$ cat src/rtl/i2ct_pkg.sv
package i2ct_pkg;

  typedef enum logic [2:0] {
    PH_IDLE,
    PH_ADDR,
    PH_REG,
    PH_WDATA,
    PH_READ,
    PH_SKIP
  } phase_e;

  // 7-bit address compare: fixed base with the select bits placed at the bottom
  function automatic logic addr_hit(input logic [6:0] rx,
                                    input logic [6:0] base,
                                    input logic [1:0] sel);
    return rx == (base | {5'b00000, sel});
  endfunction

  // Whether the target may acknowledge the byte just received
  function automatic logic ack_allowed(input phase_e ph,
                                       input logic hit,
                                       input logic uv);
    return ((ph != PH_ADDR) || hit) && !uv;
  endfunction

  // Bit index driven during the low phase after rise number cnt of a sent byte
  function automatic logic [2:0] tx_index(input logic [3:0] cnt);
    return 3'(4'd7 - cnt);
  endfunction

endpackage

$ cat src/rtl/i2ct_line_sync.sv
module i2ct_line_sync #(
  parameter int STAGES = 2
) (
  input  logic clk,
  input  logic rst_n,
  input  logic scl_raw,
  input  logic sda_raw,
  output logic scl_s,
  output logic sda_s,
  output logic scl_rise,
  output logic scl_fall,
  output logic bus_start,
  output logic bus_stop
);
  localparam int LAST = STAGES - 1;

  logic [STAGES-1:0] scl_ff, sda_ff;
  logic scl_q, sda_q;

  genvar g;
  generate
    for (g = 0; g < STAGES; g++) begin : g_stage
      always_ff @(posedge clk or negedge rst_n) begin
        if (!rst_n) begin
          scl_ff[g] <= 1'b1;
          sda_ff[g] <= 1'b1;
        end else if (g == 0) begin
          scl_ff[g] <= scl_raw;
          sda_ff[g] <= sda_raw;
        end else begin
          scl_ff[g] <= scl_ff[(g == 0) ? 0 : g - 1];
          sda_ff[g] <= sda_ff[(g == 0) ? 0 : g - 1];
        end
      end
    end
  endgenerate

  always_ff @(posedge clk or negedge rst_n) begin
    if (!rst_n) begin
      scl_q <= 1'b1;
      sda_q <= 1'b1;
    end else begin
      scl_q <= scl_ff[LAST];
      sda_q <= sda_ff[LAST];
    end
  end

  assign scl_s     = scl_ff[LAST];
  assign sda_s     = sda_ff[LAST];
  assign scl_rise  = scl_s & ~scl_q;
  assign scl_fall  = ~scl_s & scl_q;
  assign bus_start = scl_s & scl_q & sda_q & ~sda_s;
  assign bus_stop  = scl_s & scl_q & ~sda_q & sda_s;

endmodule

$ cat src/rtl/i2ct_ctl_reg.sv
module i2ct_ctl_reg #(
  parameter int LVL_W = 3,
  localparam int CTL_W = LVL_W + 1
) (
  input  logic             clk,
  input  logic             rst_n,
  input  logic             wr_en,
  input  logic [CTL_W-1:0] wr_data,
  output logic [LVL_W-1:0] lvl_code,
  output logic             out_on
);
  logic [CTL_W-1:0] ctl_q;

  always_ff @(posedge clk or negedge rst_n) begin
    if (!rst_n) ctl_q <= '0;
    else if (wr_en) ctl_q <= wr_data;
  end

  assign lvl_code = ctl_q[LVL_W-1:0];
  assign out_on   = ctl_q[LVL_W];

  // register contents move only on a committed write
  p_ctl_hold_r3: assert property (@(posedge clk) disable iff (!rst_n)
    $changed(ctl_q) |-> $past(wr_en));

endmodule

$ cat src/rtl/i2ct_engine.sv
module i2ct_engine
  import i2ct_pkg::*;
#(
  parameter logic [6:0] ADDR_BASE = 7'h08,
  parameter int         SEL_W     = 2,
  parameter int         CTL_W     = 4
) (
  input  logic             clk,
  input  logic             rst_n,
  input  logic             scl_s,
  input  logic             sda_s,
  input  logic             scl_rise,
  input  logic             scl_fall,
  input  logic             bus_start,
  input  logic             bus_stop,
  input  logic [SEL_W-1:0] addr_sel,
  input  logic             undervolt,
  input  logic [7:0]       status_in,
  output logic             sda_oe,
  output logic             wr_en,
  output logic [CTL_W-1:0] wr_data,
  output logic             rd_strobe
);
  localparam logic [3:0] LAST_BIT = 4'd8;
  localparam logic [3:0] ACK_CLK  = 4'd9;

  phase_e     phase;
  logic [3:0] cnt;
  logic [7:0] shreg;
  logic [7:0] snap;
  logic       ptr_zero;
  logic       ack_drv;

  // named events for the checks
  logic hit, byte_end, ack_end, may_ack;
  assign hit      = addr_hit(shreg[7:1], ADDR_BASE, addr_sel);
  assign byte_end = scl_fall && (cnt == LAST_BIT);
  assign ack_end  = scl_fall && (cnt == ACK_CLK);
  assign may_ack  = ack_allowed(phase, hit, undervolt);

  always_ff @(posedge clk or negedge rst_n) begin
    if (!rst_n) begin
      phase     <= PH_IDLE;
      cnt       <= '0;
      shreg     <= '0;
      snap      <= '0;
      ptr_zero  <= 1'b0;
      ack_drv   <= 1'b0;
      sda_oe    <= 1'b0;
      wr_en     <= 1'b0;
      wr_data   <= '0;
      rd_strobe <= 1'b0;
    end else begin
      wr_en     <= 1'b0;
      rd_strobe <= 1'b0;
      if (bus_stop) begin
        phase   <= PH_IDLE;
        sda_oe  <= 1'b0;
        ack_drv <= 1'b0;
      end else if (bus_start) begin
        phase   <= PH_ADDR;
        cnt     <= '0;
        sda_oe  <= 1'b0;
        ack_drv <= 1'b0;
      end else if (scl_rise) begin
        case (phase)
          PH_ADDR, PH_REG, PH_WDATA: begin
            if (cnt < LAST_BIT) begin
              shreg <= {shreg[6:0], sda_s};
              cnt   <= cnt + 4'd1;
            end else if (cnt == LAST_BIT) begin
              cnt <= ACK_CLK;
              if (phase == PH_ADDR && ack_drv && shreg[0]) begin
                snap      <= status_in;
                rd_strobe <= 1'b1;
              end
            end
          end
          PH_READ: begin
            if (cnt < LAST_BIT) cnt <= cnt + 4'd1;
            else if (cnt == LAST_BIT) begin
              if (sda_s) phase <= PH_SKIP;
              else       cnt   <= ACK_CLK;
            end
          end
          default: ;
        endcase
      end else if (scl_fall) begin
        case (phase)
          PH_ADDR, PH_REG, PH_WDATA: begin
            if (cnt == LAST_BIT) begin
              if (may_ack) begin
                sda_oe  <= 1'b1;
                ack_drv <= 1'b1;
                if (phase == PH_REG) ptr_zero <= (shreg == 8'h00);
                if (phase == PH_WDATA && ptr_zero) begin
                  wr_en   <= 1'b1;
                  wr_data <= shreg[CTL_W-1:0];
                end
              end else begin
                phase <= PH_SKIP;
              end
            end else if (cnt == ACK_CLK) begin
              ack_drv <= 1'b0;
              cnt     <= '0;
              if (phase == PH_ADDR && shreg[0]) begin
                phase  <= PH_READ;
                sda_oe <= ~snap[7];
              end else begin
                sda_oe <= 1'b0;
                phase  <= (phase == PH_ADDR) ? PH_REG : PH_WDATA;
              end
            end
          end
          PH_READ: begin
            if (cnt == ACK_CLK) begin
              cnt    <= '0;
              sda_oe <= ~snap[7];
            end else if (cnt == LAST_BIT) begin
              sda_oe <= 1'b0;
            end else if (cnt != 4'd0) begin
              sda_oe <= ~snap[tx_index(cnt)];
            end
          end
          default: ;
        endcase
      end
    end
  end

  // the data line is only moved while the clock is low
  p_oe_scl_low_r9: assert property (@(posedge clk) disable iff (!rst_n)
    $changed(sda_oe) |-> !scl_s);

  // no acknowledge begins on a cycle that saw the undervoltage flag
  p_no_ack_uv_r7: assert property (@(posedge clk) disable iff (!rst_n)
    $rose(ack_drv) |-> !$past(undervolt));

  // the read strobe lasts one cycle
  p_strobe_pulse_r8: assert property (@(posedge clk) disable iff (!rst_n)
    rd_strobe |=> !rd_strobe);

  // the read strobe only accompanies a driven acknowledge
  p_strobe_ack_r8: assert property (@(posedge clk) disable iff (!rst_n)
    rd_strobe |-> sda_oe);

  // nothing is driven while a non-matching transfer is skipped
  p_skip_quiet_r10: assert property (@(posedge clk) disable iff (!rst_n)
    (phase == PH_SKIP) && $past(phase == PH_SKIP) |-> !sda_oe);

endmodule

$ cat src/rtl/pwrctl_i2c_target.sv
module pwrctl_i2c_target #(
  parameter logic [6:0] ADDR_BASE   = 7'h08,
  parameter int         SYNC_STAGES = 2,
  parameter int         LVL_W       = 3
) (
  input  logic             clk,
  input  logic             rst_n,
  input  logic             scl_in,
  input  logic             sda_in,
  output logic             sda_oe,
  input  logic [1:0]       addr_sel,
  input  logic             undervolt,
  input  logic [7:0]       status_in,
  output logic [LVL_W-1:0] lvl_code,
  output logic             out_on,
  output logic             rd_strobe
);
  localparam int CTL_W = LVL_W + 1;

  logic scl_s, sda_s, scl_rise, scl_fall, bus_start, bus_stop;
  logic wr_en;
  logic [CTL_W-1:0] wr_data;

  i2ct_line_sync #(.STAGES(SYNC_STAGES)) u_sync (
    .clk(clk), .rst_n(rst_n), .scl_raw(scl_in), .sda_raw(sda_in),
    .scl_s(scl_s), .sda_s(sda_s), .scl_rise(scl_rise), .scl_fall(scl_fall),
    .bus_start(bus_start), .bus_stop(bus_stop)
  );

  i2ct_engine #(.ADDR_BASE(ADDR_BASE), .SEL_W(2), .CTL_W(CTL_W)) u_engine (
    .clk(clk), .rst_n(rst_n), .scl_s(scl_s), .sda_s(sda_s),
    .scl_rise(scl_rise), .scl_fall(scl_fall),
    .bus_start(bus_start), .bus_stop(bus_stop),
    .addr_sel(addr_sel), .undervolt(undervolt), .status_in(status_in),
    .sda_oe(sda_oe), .wr_en(wr_en), .wr_data(wr_data), .rd_strobe(rd_strobe)
  );

  i2ct_ctl_reg #(.LVL_W(LVL_W)) u_ctl (
    .clk(clk), .rst_n(rst_n), .wr_en(wr_en), .wr_data(wr_data),
    .lvl_code(lvl_code), .out_on(out_on)
  );

endmodule

$ cat config.mk
export PLATFORM = sky130hd
export DESIGN_NAME = pwrctl_i2c_target
export DESIGN_NICKNAME = d
export VERILOG_FILES = /design/src/rtl/i2ct_pkg.sv /design/src/rtl/i2ct_line_sync.sv /design/src/rtl/i2ct_ctl_reg.sv /design/src/rtl/i2ct_engine.sv /design/src/rtl/pwrctl_i2c_target.sv
export SDC_FILE = /design/constraint.sdc
export NUM_CORES = 1
export LEC_CHECK = 0
export BUFFER_PORTS_ARGS = -buffer_cell sky130_fd_sc_hd__buf_2
export CAP_MARGIN = 20
export CELL_PAD_IN_SITES_DETAIL_PLACEMENT = 1
export CELL_PAD_IN_SITES_GLOBAL_PLACEMENT = 1
export CORE_MARGIN = 2
export CORE_UTILIZATION = 51
export CTS_CLUSTER_DIAMETER = 40
export DETAILED_ROUTE_END_ITERATION = 16
export PLACE_DENSITY_LB_ADDON = 0.1
export SETUP_SLACK_MARGIN = 0.1
export SYNTH_ARGS = -nofsm -noshare
export SYNTH_HDL_FRONTEND = slang
export SYNTH_SLANG_ARGS = --single-unit
export TNS_END_PERCENT = 1
$ cat constraint.sdc
create_clock -name clk -period 5.55 [get_ports clk]
set_clock_uncertainty 0.1 [all_clocks]
set_input_delay 0.555 -clock clk [delete_from_list [all_inputs] [get_ports clk]]
set_output_delay 0.555 -clock clk [all_outputs]
set_load 0.005 [all_outputs]
==> out/metrics.json <==
{
  "outcome": {
    "run_status": "finished clean"
  },
  "clock_tree": {
    "clk_pin_slew_ps": 80,
    "cts_post_setup_buffers_inserted": 0,
    "postCtsHoldBufs": 0,
    "clkLatencyLatePin_ps": 300,
    "cts_buffers": 5,
    "tritoncts_num_sinks": 42,
    "cts_root_buffer": "sky130_fd_sc_hd__clkbuf_8",
    "clock_path_buffers": 2,
    "post_cts_resize_count": 0,
    "cts_max_level": 2,
    "tritoncts": "built"
  },
  "yosys": {
    "netlist_top_cells_area": "sky130_fd_sc_hd__dfrtp_1 (42%), sky130_fd_sc_hd__mux2_2 (13%), sky130_fd_sc_hd__dfstp_2 (7.3%), sky130_fd_sc_hd__ha_1 (3.5%), sky130_fd_sc_hd__mux4_1 (2.4%)",
    "nets_in_the_synthesized_netlist": 202,
    "postSynth.topFlopCell": "sky130_fd_sc_hd__dfrtp_1",
    "synth_edf_count": 0,
    "yosys.area.top_type_share": 0.418,
    "yosysWarnings": 0,
    "ys_async_sr_fraction": 1.00,
    "postSynthCellCount": 181,
    "post_synthesis_mean_instance_area_um2": 11.9,
    "synth.ff_latch_count": 42,
    "synthesis.area_um2": 2150,
    "synth_sequential_area_ratio": 0.492,
    "synth_top_area_cell": "sky130_fd_sc_hd__dfrtp_1",
    "synth.lib_cells_used.distinct": 53
  },
  "routing": {
    "top_layer_used": "met4",
    "detail_route.vias_per_cell": 6.14,
    "routed_wire_length_um": 4970,
    "dr.first_iter.drc_count": 89,
    "drt-met1-wl_um": 2180,
    "post-route-drc-count": 0,
    "dr.pass1.iters": 4,
    "routedWlPerCell_um": 19.4,
    "dr_total_vias": 1571,
    "met3_wirelength_um": 207,
    "met2_wirelength_um": 2490,
    "antenna_violating_nets_post_route": 0
  },
  "sta": {
    "worst_slew_pin_slew_ps": 904,
    "layout_setup_ws_ps": 2740,
    "timing.slew.headroom": 0.397,
    "rsz0062_at_grt": "no",
    "setup_total_negative_slack_ps": 0,
    "timing.final.crit_share": 0.506,
    "final-setup-viol-count": 0,
    "slew_viol_final": 0,
    "finalHoldViolCount": 0,
    "period_needed_ps": 2810,
    "maxClockFrequency_ghz": 0.356
  },
  "placement": {
    "placedInstanceArea_um2": 2270,
    "globalplace.congestion": 0.950,
    "hpwl_reported_at_the_end_of_detailed_placement_um": 3630,
    "preCtsSetupSlack_ps": 2790,
    "port_buffers": 20
  },
  "grt": {
    "wire_length_of_the_first_global_routing_pass_um": 7990,
    "globalRouteOverflowTotal": 0,
    "grt_start_max_net_pins": 43,
    "overall_global_routing_usage": 0.236,
    "grt_pass1_vias": 1656,
    "antenna_found_initial": 0
  },
  "critical_path": {
    "timing.critical_path.from_type": "register",
    "worstPathRequired_ps": 5660,
    "critPathMaxFanout": 10,
    "worst_r2r_endpoint": "u_engine.phase[1]",
    "critical_path_arrival_ps": 2920,
    "endpoint_type_of_the_worst_setup_path": "register",
    "path_class": "register to register",
    "timing.reg2reg.worst_path_depth": 5,
    "rrSetupSlack_ps": 2740,
    "launch_point_of_the_worst_reg_to_reg_path": "u_engine.cnt[0]"
  },
  "layout": {
    "sequential_area_um2": 1060,
    "most_common_cell_after_layout_fill_and_taps_aside": "sky130_fd_sc_hd__dfrtp_1",
    "filler_cell_count": 447,
    "post_synthesis_to_final_layout_area_growth_pct": 9.70,
    "num_antenna_cells": 0,
    "layout_common_cells": "sky130_fd_sc_hd__dfrtp_1 (36), sky130_fd_sc_hd__mux2_2 (24), sky130_fd_sc_hd__buf_2 (21), sky130_fd_sc_hd__nand2_1 (11), sky130_fd_sc_hd__nor2_1 (9)",
    "fin_nets": 226,
    "multiInputGateArea_um2": 1010,
    "layout.cell_area.non_filler_um2": 2360,
    "layout-drive-gt1-share": 0.316
  },
  "power": {
    "max-vdd-ir-drop_uv": 241,
    "finalPower_w": 0.000763,
    "power.static_leakage_nw": 1.13,
    "power_per_cell_area_nw_per_um2": 323
  },
  "floorplanning": {
    "coreArea_um2": 4030,
    "die_width_um": 69.0,
    "starting_density": 0.534,
    "floorplan.die.height_um": 69.0,
    "placement_rows": 23,
    "fp.dieArea_um2": 4760,
    "top_level_ports": 21
  },
  "hold_path": {
    "hold_depth": 1,
    "min_path_type": "input port to register",
    "hold-path-endpoint": "u_sync.sda_ff[0]",
    "hold_start": "sda_in"
  },
  "run": {
    "max_cap_viol_count": 0
  }
}
## cell usage after synthesis (2+ instances only)
master,count
sky130_fd_sc_hd__nand3b_1,2
sky130_fd_sc_hd__mux2i_1,2
sky130_fd_sc_hd__nor2b_1,3
sky130_fd_sc_hd__o21ai_0,3
sky130_fd_sc_hd__nor2_1,9
sky130_fd_sc_hd__xnor2_1,2
sky130_fd_sc_hd__mux2_2,24
sky130_fd_sc_hd__a31oi_1,2
sky130_fd_sc_hd__inv_1,8
sky130_fd_sc_hd__and3b_1,2
sky130_fd_sc_hd__o21a_1,3
sky130_fd_sc_hd__buf_6,3
sky130_fd_sc_hd__nand4_1,6
sky130_fd_sc_hd__nand2_1,11
sky130_fd_sc_hd__mux4_1,2
sky130_fd_sc_hd__nor3_1,4
sky130_fd_sc_hd__ha_1,6
sky130_fd_sc_hd__dfstp_2,6
sky130_fd_sc_hd__and2_1,2
sky130_fd_sc_hd__dfrtp_1,36
sky130_fd_sc_hd__nand3_1,5
sky130_fd_sc_hd__a21oi_1,8
sky130_fd_sc_hd__nor4_1,2
## per-layer routing
metal  global-route usage  up-vias
li1                     -      718
met1                0.303      802
met2                0.393       41
met3               0.0390       10
met4                0.100        0
met5                    0        -
## logic make-up (layout without fill, tap and decap cells)
kind of cell             after synthesis  after routing  share of synthesized area
XOR/XNOR                               3              3                     0.0122
AND/OR/NAND/NOR                       56             56                      0.152
AO/OA/AOI/OAI                         33             33                      0.112
multiplexers                          28             28                      0.159
adder cells (fa/ha/maj)                6              6                     0.0349
flip-flops                            42             42                      0.492
buffers and inverters                 13             38                     0.0383
## worst max-delay path: stages (launching register included)
cell	delay, ps
sky130_fd_sc_hd__dfrtp_1	510
sky130_fd_sc_hd__or4b_1	700
sky130_fd_sc_hd__o32a_1	410
sky130_fd_sc_hd__or3_4	390
sky130_fd_sc_hd__a2111o_1	430
sky130_fd_sc_hd__a31oi_1	180
## registers in the layout, indices dropped and copies added (netlist names)
| name | count |
|---|---|
| u_engine.shreg | 8 |
| u_engine.snap | 8 |
| u_ctl.ctl_q | 4 |
| u_engine.cnt | 4 |
| u_engine.wr_data | 4 |
| u_engine.phase | 3 |
| u_engine.ack_drv | 1 |
| u_engine.ptr_zero | 1 |
| u_engine.rd_strobe | 1 |
| u_engine.sda_oe | 1 |
| u_engine.wr_en | 1 |
| u_sync.scl_ff | 1 |
| u_sync.scl_q | 1 |
| u_sync.scl_s | 1 |
| u_sync.sda_ff | 1 |
| u_sync.sda_q | 1 |
| u_sync.sda_s | 1 |
## per-stage QoR
step | instances | utilization | hold WS [ps]
3_5_place_dp | 247 | 0.564 | 252
6_report | 256 | 0.586 | 249
3_3_place_gp | 247 | 0.564 | 247
2_1_floorplan | 181 | - | 159
4_1_cts | 255 | 0.585 | 244
5_1_grt | 256 | 0.586 | 244
## where the power goes
group / switching, W / leakage, nW / internal (W)
logic: 0.0000835 / 0.546 / 0.0000770
clock network: 0.000105 / 0.0452 / 0.0000887
registers: 0.0000622 / 0.540 / 0.000347
total: 0.000251 / 1.13 / 0.000512
## layout make-up
cell class / instances / share of cell area
well taps: 50 / 0.0265
inverters: 8 / 0.0127
clock inverters: 2 / 0.00583
multi-input cells: 126 / 0.428
flip-flops and latches: 42 / 0.448
clock buffers: 6 / 0.0307
repair buffers: 22 / 0.0477
## worst max-delay path by stage
stage | start | end | slack, ps | cells past startpoint
after floorplan | u_engine.cnt[0] | u_engine.phase[2] | 2940 | 7
after detailed placement | u_engine.cnt[0] | u_engine.phase[1] | 2790 | 5
final | u_engine.cnt[0] | u_engine.phase[1] | 2740 | 5
after global routing | u_engine.cnt[0] | u_engine.phase[1] | 2700 | 5
after global placement | u_engine.cnt[0] | u_engine.phase[2] | 2900 | 5
after CTS | u_engine.cnt[0] | u_engine.phase[1] | 2760 | 5
Power figures use the tool's default switching activity.
